<file path="src/rtl/txr_pkg.sv">
package txr_pkg;
    localparam int FRAME_LEN_W = 16;
    localparam logic [1:0] POS_ONE_BUF = 2'b11;

    function automatic logic [31:0] pack_w0(input logic own, input logic last);
        logic [31:0] w;
        w        = '0;
        w[31]    = own;
        w[30]    = last;
        w[29:28] = POS_ONE_BUF;
        return w;
    endfunction

    function automatic logic [31:0] pack_w1(input logic [FRAME_LEN_W-1:0] len);
        return {len, {(32-FRAME_LEN_W){1'b0}}};
    endfunction
endpackage

</file>
<file path="src/rtl/txr_desc_bank.sv">
module txr_desc_bank #(
    parameter int DEPTH = 4,
    parameter int LEN_W = 16,
    localparam int IW = (DEPTH > 1) ? $clog2(DEPTH) : 1
) (
    input  logic             clk,
    input  logic             rst_n,
    input  logic             set_en,
    input  logic [IW-1:0]    set_idx,
    input  logic [LEN_W-1:0] set_len,
    input  logic             clr_en,
    input  logic [IW-1:0]    clr_idx,
    output logic [DEPTH-1:0] own_o,
    output logic [LEN_W-1:0] len_o [DEPTH]
);
    typedef struct packed {
        logic             own;
        logic [LEN_W-1:0] len;
    } slot_t;

    for (genvar g = 0; g < DEPTH; g++) begin : g_slot
        slot_t slot_d, slot_q;

        always_comb begin
            slot_d = slot_q;
            if (set_en && set_idx == IW'(g)) begin
                slot_d.own = 1'b1;
                slot_d.len = set_len;
            end else if (clr_en && clr_idx == IW'(g)) begin
                slot_d.own = 1'b0;
            end
        end

        always_ff @(posedge clk) begin
            if (!rst_n) slot_q <= '0;
            else        slot_q <= slot_d;
        end

        assign own_o[g] = slot_q.own;
        assign len_o[g] = slot_q.len;
    end

    p_set_owns_r7: assert property (@(posedge clk) disable iff (!rst_n)
        set_en |=> own_o[$past(set_idx)]);

    p_done_frees_r9: assert property (@(posedge clk) disable iff (!rst_n)
        (clr_en && !(set_en && set_idx == clr_idx)) |=> !own_o[$past(clr_idx)]);
endmodule

</file>
<file path="src/rtl/txr_host_side.sv">
module txr_host_side #(
    parameter int DEPTH     = 4,
    parameter int BUF_BYTES = 1600,
    parameter int MAX_FRAME = 1514,
    parameter int LEN_W     = 16,
    localparam int IW = (DEPTH > 1) ? $clog2(DEPTH) : 1,
    localparam int AW = $clog2(DEPTH * BUF_BYTES)
) (
    input  logic             clk,
    input  logic             rst_n,
    input  logic             tx_en,
    input  logic             wr_req,
    input  logic [LEN_W-1:0] wr_len,
    input  logic             send,
    input  logic             cur_own,
    output logic [LEN_W-1:0] wr_acc,
    output logic [AW-1:0]    wr_addr,
    output logic [IW-1:0]    idx_o,
    output logic [LEN_W-1:0] off_o,
    output logic             submit,
    output logic             tx_req_o
);
    typedef struct packed {
        logic [IW-1:0]    idx;
        logic [LEN_W-1:0] off;
        logic             req;
    } hs_t;

    hs_t hs_d, hs_q;
    logic [LEN_W-1:0] room;

    always_comb begin
        hs_d   = hs_q;
        room   = LEN_W'(MAX_FRAME) - hs_q.off;
        submit = send && (hs_q.off != '0) && !cur_own;
        wr_acc = '0;
        if (wr_req && !send && !cur_own)
            wr_acc = (wr_len < room) ? wr_len : room;
        hs_d.req = submit && tx_en;
        if (submit) begin
            hs_d.off = '0;
            hs_d.idx = (hs_q.idx == IW'(DEPTH-1)) ? '0 : hs_q.idx + 1'b1;
        end else begin
            hs_d.off = hs_q.off + wr_acc;
        end
    end

    always_ff @(posedge clk) begin
        if (!rst_n) hs_q <= '0;
        else        hs_q <= hs_d;
    end

    assign wr_addr  = AW'(hs_q.idx) * AW'(BUF_BYTES) + AW'(hs_q.off);
    assign idx_o    = hs_q.idx;
    assign off_o    = hs_q.off;
    assign tx_req_o = hs_q.req;

    p_refuse_owned_r3: assert property (@(posedge clk) disable iff (!rst_n)
        (wr_req && cur_own && !send) |=> $stable(off_o));

    p_offset_cap_r4: assert property (@(posedge clk) disable iff (!rst_n)
        off_o <= LEN_W'(MAX_FRAME));

    p_empty_send_r6: assert property (@(posedge clk) disable iff (!rst_n)
        (send && off_o == '0) |=> $stable(idx_o));

    p_send_clears_r7: assert property (@(posedge clk) disable iff (!rst_n)
        (send && off_o != '0 && !cur_own) |=> (off_o == '0));

    p_strobe_cause_r8: assert property (@(posedge clk) disable iff (!rst_n)
        tx_req_o |-> $past(send && tx_en));

    p_mixed_refused_r10: assert property (@(posedge clk) disable iff (!rst_n)
        (wr_req && send) |-> (wr_acc == '0));
endmodule

</file>
<file path="src/rtl/txr_done_ptr.sv">
module txr_done_ptr #(
    parameter int DEPTH = 4,
    localparam int IW = (DEPTH > 1) ? $clog2(DEPTH) : 1
) (
    input  logic             clk,
    input  logic             rst_n,
    input  logic             done,
    input  logic [DEPTH-1:0] own,
    output logic [IW-1:0]    old_idx,
    output logic             clr_en
);
    typedef struct packed {
        logic [IW-1:0] old;
    } dp_t;

    dp_t dp_d, dp_q;

    always_comb begin
        dp_d   = dp_q;
        clr_en = done && own[dp_q.old];
        if (clr_en)
            dp_d.old = (dp_q.old == IW'(DEPTH-1)) ? '0 : dp_q.old + 1'b1;
    end

    always_ff @(posedge clk) begin
        if (!rst_n) dp_q <= '0;
        else        dp_q <= dp_d;
    end

    assign old_idx = dp_q.old;

    p_idle_done_r9: assert property (@(posedge clk) disable iff (!rst_n)
        (done && !own[old_idx]) |=> $stable(old_idx));
endmodule

</file>
<file path="src/rtl/txr_ring_mgr.sv">
module txr_ring_mgr #(
    parameter int DEPTH     = 4,
    parameter int BUF_BYTES = 1600,
    parameter int MAX_FRAME = 1514
) (
    input  logic                                    clk,
    input  logic                                    rst_n,
    input  logic                                    tx_en,
    input  logic                                    host_wr_req,
    input  logic [15:0]                             host_wr_len,
    output logic [15:0]                             host_wr_acc,
    output logic [$clog2(DEPTH*BUF_BYTES)-1:0]      host_wr_addr,
    input  logic                                    host_send,
    output logic [((DEPTH>1)?$clog2(DEPTH):1)-1:0]  host_idx,
    output logic [15:0]                             host_offset,
    input  logic [((DEPTH>1)?$clog2(DEPTH):1)-1:0]  mon_idx,
    output logic [31:0]                             mon_w0,
    output logic [31:0]                             mon_w1,
    output logic                                    eng_valid,
    output logic [((DEPTH>1)?$clog2(DEPTH):1)-1:0]  eng_idx,
    output logic [31:0]                             eng_w0,
    output logic [31:0]                             eng_w1,
    output logic                                    eng_tx_req,
    input  logic                                    eng_done
);
    import txr_pkg::*;

    localparam int IW    = (DEPTH > 1) ? $clog2(DEPTH) : 1;
    localparam int LEN_W = FRAME_LEN_W;

    logic [DEPTH-1:0] own;
    logic [LEN_W-1:0] len [DEPTH];
    logic             submit;
    logic             clr_en;
    logic [IW-1:0]    old_idx;

    txr_host_side #(
        .DEPTH(DEPTH), .BUF_BYTES(BUF_BYTES), .MAX_FRAME(MAX_FRAME), .LEN_W(LEN_W)
    ) u_host (
        .clk(clk), .rst_n(rst_n), .tx_en(tx_en),
        .wr_req(host_wr_req), .wr_len(host_wr_len), .send(host_send),
        .cur_own(own[host_idx]),
        .wr_acc(host_wr_acc), .wr_addr(host_wr_addr),
        .idx_o(host_idx), .off_o(host_offset),
        .submit(submit), .tx_req_o(eng_tx_req)
    );

    txr_desc_bank #(.DEPTH(DEPTH), .LEN_W(LEN_W)) u_bank (
        .clk(clk), .rst_n(rst_n),
        .set_en(submit), .set_idx(host_idx), .set_len(host_offset),
        .clr_en(clr_en), .clr_idx(old_idx),
        .own_o(own), .len_o(len)
    );

    txr_done_ptr #(.DEPTH(DEPTH)) u_done (
        .clk(clk), .rst_n(rst_n), .done(eng_done), .own(own),
        .old_idx(old_idx), .clr_en(clr_en)
    );

    assign mon_w0    = pack_w0(own[mon_idx], mon_idx == IW'(DEPTH-1));
    assign mon_w1    = pack_w1(len[mon_idx]);
    assign eng_idx   = old_idx;
    assign eng_valid = own[old_idx];
    assign eng_w0    = pack_w0(own[old_idx], old_idx == IW'(DEPTH-1));
    assign eng_w1    = pack_w1(len[old_idx]);

    p_engine_view_r9: assert property (@(posedge clk) disable iff (!rst_n)
        eng_valid |-> eng_w0[31]);
endmodule

</file>
<file path="config.mk">
export PLATFORM = sky130hd
export DESIGN_NAME = txr_ring_mgr
export DESIGN_NICKNAME = d
export VERILOG_FILES = /design/src/rtl/txr_pkg.sv /design/src/rtl/txr_desc_bank.sv /design/src/rtl/txr_host_side.sv /design/src/rtl/txr_done_ptr.sv /design/src/rtl/txr_ring_mgr.sv
export SDC_FILE = /design/constraint.sdc
export NUM_CORES = 1
export LEC_CHECK = 0
export BUFFER_PORTS_ARGS = -buffer_cell sky130_fd_sc_hd__buf_2
export CAP_MARGIN = 20
export CORE_AREA = 2 2 135 137
export DETAILED_ROUTE_END_ITERATION = 16
export DIE_AREA = 0 0 137 139
export GPL_TIMING_DRIVEN = 1
export HOLD_SLACK_MARGIN = 0.02
export PLACE_DENSITY = 0.63
export SETUP_SLACK_MARGIN = 0.05
export SLEW_MARGIN = 20
export SYNTH_ARGS = -nofsm -noshare
export SYNTH_HDL_FRONTEND = slang
export SYNTH_SLANG_ARGS = --single-unit
</file>
<file path="constraint.sdc">
create_clock -name clk -period 6.7 [get_ports clk]
set_input_delay 0.335 -clock clk [delete_from_list [all_inputs] [get_ports clk]]
set_output_delay 0.335 -clock clk [all_outputs]
set_load 0.02 [all_outputs]
</file>
==> out/summary.txt <==
setup TNS: 0 ns
n_diodes: 0
EDFF count, synth: 0
worst path arrival time: 5.83 ns
Max Cap Viol: 0
WP data required: 6.96 ns
port buffer count: 110
Min Hold Slack: 0.228 ns
initial antenna violation count: 0
cell count after synthesis: 799
RSZ-0062 raised after global routing: false
# resized after CTS: 0
fin crit period: 5.57 ns
Worst IR Drop VDD: 194 uV
Synth area leaders: dfxtp_1 (26%), mux4_2 (11%), buf_4 (11%), ha_1 (8.3%), a21boi_0 (7.6%)
critical path capture point type: flip-flop
Power Density: 353 mW/mm2
Seq/Total Area, Yosys: 25.6%
Crit Path Category: reg2reg
total power: 2.64 mW
vias: 5,775
Final Hold Fails: 0
Die Wd: 137 um
Worst-Margin Slew: 0.842 ns
CTS tree: yes
Cell Count, Final, Fillers Out: 1,098
GP Congestion: 0.961
postcts setup bufs: 0
fmax: 180 MHz
fin worst setup slack: 1.13 ns
CP max stage cell: nor4b_1
Detailed Place HPWL: 14,200 um
Worst Path Buf+Inv: 2
Detail Route Antenna Nets: 0
Mapped Area: 0.00696 mm2
grt ovf: 0
Final setup viols: 0
Async SR Flop Fraction: 0%
top cell type's share of synthesized area: 25.6%
Layout Skew: 0.00924 ns
Avg Cell Area, Syn: 8.71 um2
DP Cell Count: 1,081
Commonest cells post-synth: buf_4 (100), nand2_1 (90), dfxtp_1 (89), nand3_1 (74), a21boi_0 (70)
pre-CTS setup slack: 1.15 ns
die area: 0.0190 mm2
clk slew on worst S/H paths: 0.07 ns
Rows: 49
initial DRC count: 463
slowest stage delay, CP: 0.67 ns
largest net degree at the start of global routing: 76
Lkg Pwr: 3.15 nW
Overall Global Routing Usage: 20.2%
ys flop type: dfxtp_1
Synth area leader: dfxtp_1
number of buffers created by CTS: 9
Worst Setup Start Kind: flip-flop
H-tree Lvls: 3
Pre-Repair DR Iteration Count: 5
crit path cell chain: a211oi_1 -> nor4b_1 -> nor4_1 -> xor2_1 -> ha_1 -> nand4_1 -> nor4_1 -> a311oi_4 -> and2_1 -> nand2_1 -> a21oi_1 -> ha_1 -> inv_1 -> fa_1 -> nor2b_1 -> o21ai_0 -> a21boi_0 -> buf_4 -> o211ai_1 -> a2111o_1 -> o21ai_0
vias in the first global route: 5,381
Tcrit/Tclk final: 83.1%
Die Y: 139 um
clk_lat worst skew: 0.34 ns
status: completed
#FFs+latches synth: 89
synth warn: 0
wire length per cell: 17.7 um
CP max FO: 15
Max Slew Vio Count: 0
clk buf depth: 2
Initial Util: 39.4%
nets@finish: 936
hold-fix buffer count after cts: 0
post-route DRC violation count: 0
CTS sink cnt: 89
Hold/Removal Path Class: in2reg
CTS root buf: clkbuf_16
Top-Level Pins: 203
first-pass GRT wire length: 30,300 um
Core ar.: 0.0177 mm2
Max-slew headroom: 43.8%
area grow syn2layout: 7.37%
most frequent cell after synthesis: buf_4
fraction of layout cells with a size suffix above 1: 22.1%
Routed WL: 19,400 um
Yosys cell types: 60
cell family contributing the most delay on the critical path: compound AO/OA/AOI/OAI gates
drt via density: 5.26
## sequential cells by signal, indices dropped and copies added (netlist names)
name and flops:
u_done.old_idx 2, u_host.tx_req_o 1, u_bank.own_o 4, u_host.off_o 16, u_bank.len_o 64, u_host.idx_o 2
## report_power, final
group	switching [mW]	internal [mW]	total, mW
Sequential	0.139	0.583	0.722
Clock	0.218	0.262	0.481
Combinational	0.981	0.456	1.44
## per-layer routing
layer,share of wire (%),up-vias,track usage [%]
li1,-,2777,-
met1,44,2732,28.7
met2,45,237,30.9
met3,8.6,29,4.46
met4,1.9,0,5.53
met5,0,-,0
## layout by cell type (no fill, tap or decap), types with 27 or more instances in the layout
cell type / instances
dfxtp_1: 89
mux4_2: 35
a21oi_1: 27
nand3_1: 74
ha_1: 46
a21boi_0: 70
conb_1: 92
buf_2: 110
nor2_1: 32
nand2_1: 90
## cells by family after synthesis
kind of cell | synth area share (%)
XOR/XNOR | 2.77
AND/OR/NAND/NOR | 17.9
buffers and inverters | 15.4
AO/OA/AOI/OAI | 17.6
flip-flops | 25.6
multiplexers | 11.8
adder cells (fa/ha/maj) | 8.85
other | 0.108
## area by class of cell
type / count / area (um2)
inverter: 15 / 56.3
sequential: 89 / 1780
multi-input combinational: 630 / 4440
clock inverter: 6 / 41.3
clock buffer: 10 / 239
timing repair buffer: 119 / 626
tap: 229 / 287
fill: 1813 / 10200
## through the flow
stage                     util [%]  area (um2)
after floorplan                  -        7290
after global placement        40.6        7170
after detailed placement      40.6        7170
after CTS                     42.2        7450
after global routing          42.3        7470
final                         42.3        7470
## path summary, 6_finish.rpt
kind	startpoint	to	slack [ns]	cells after the start
setup / recovery	u_host.off_o[4]	u_host.off_o[12]	1.13	21
hold / removal	tx_en	u_host.tx_req_o	0.23	2
setup reg to reg	u_host.off_o[4]	u_host.off_o[12]	1.13	21
hold reg to reg	u_bank.len_o[13]	u_bank.len_o[13]	0.47	2
Power figures use the tool's default switching activity.
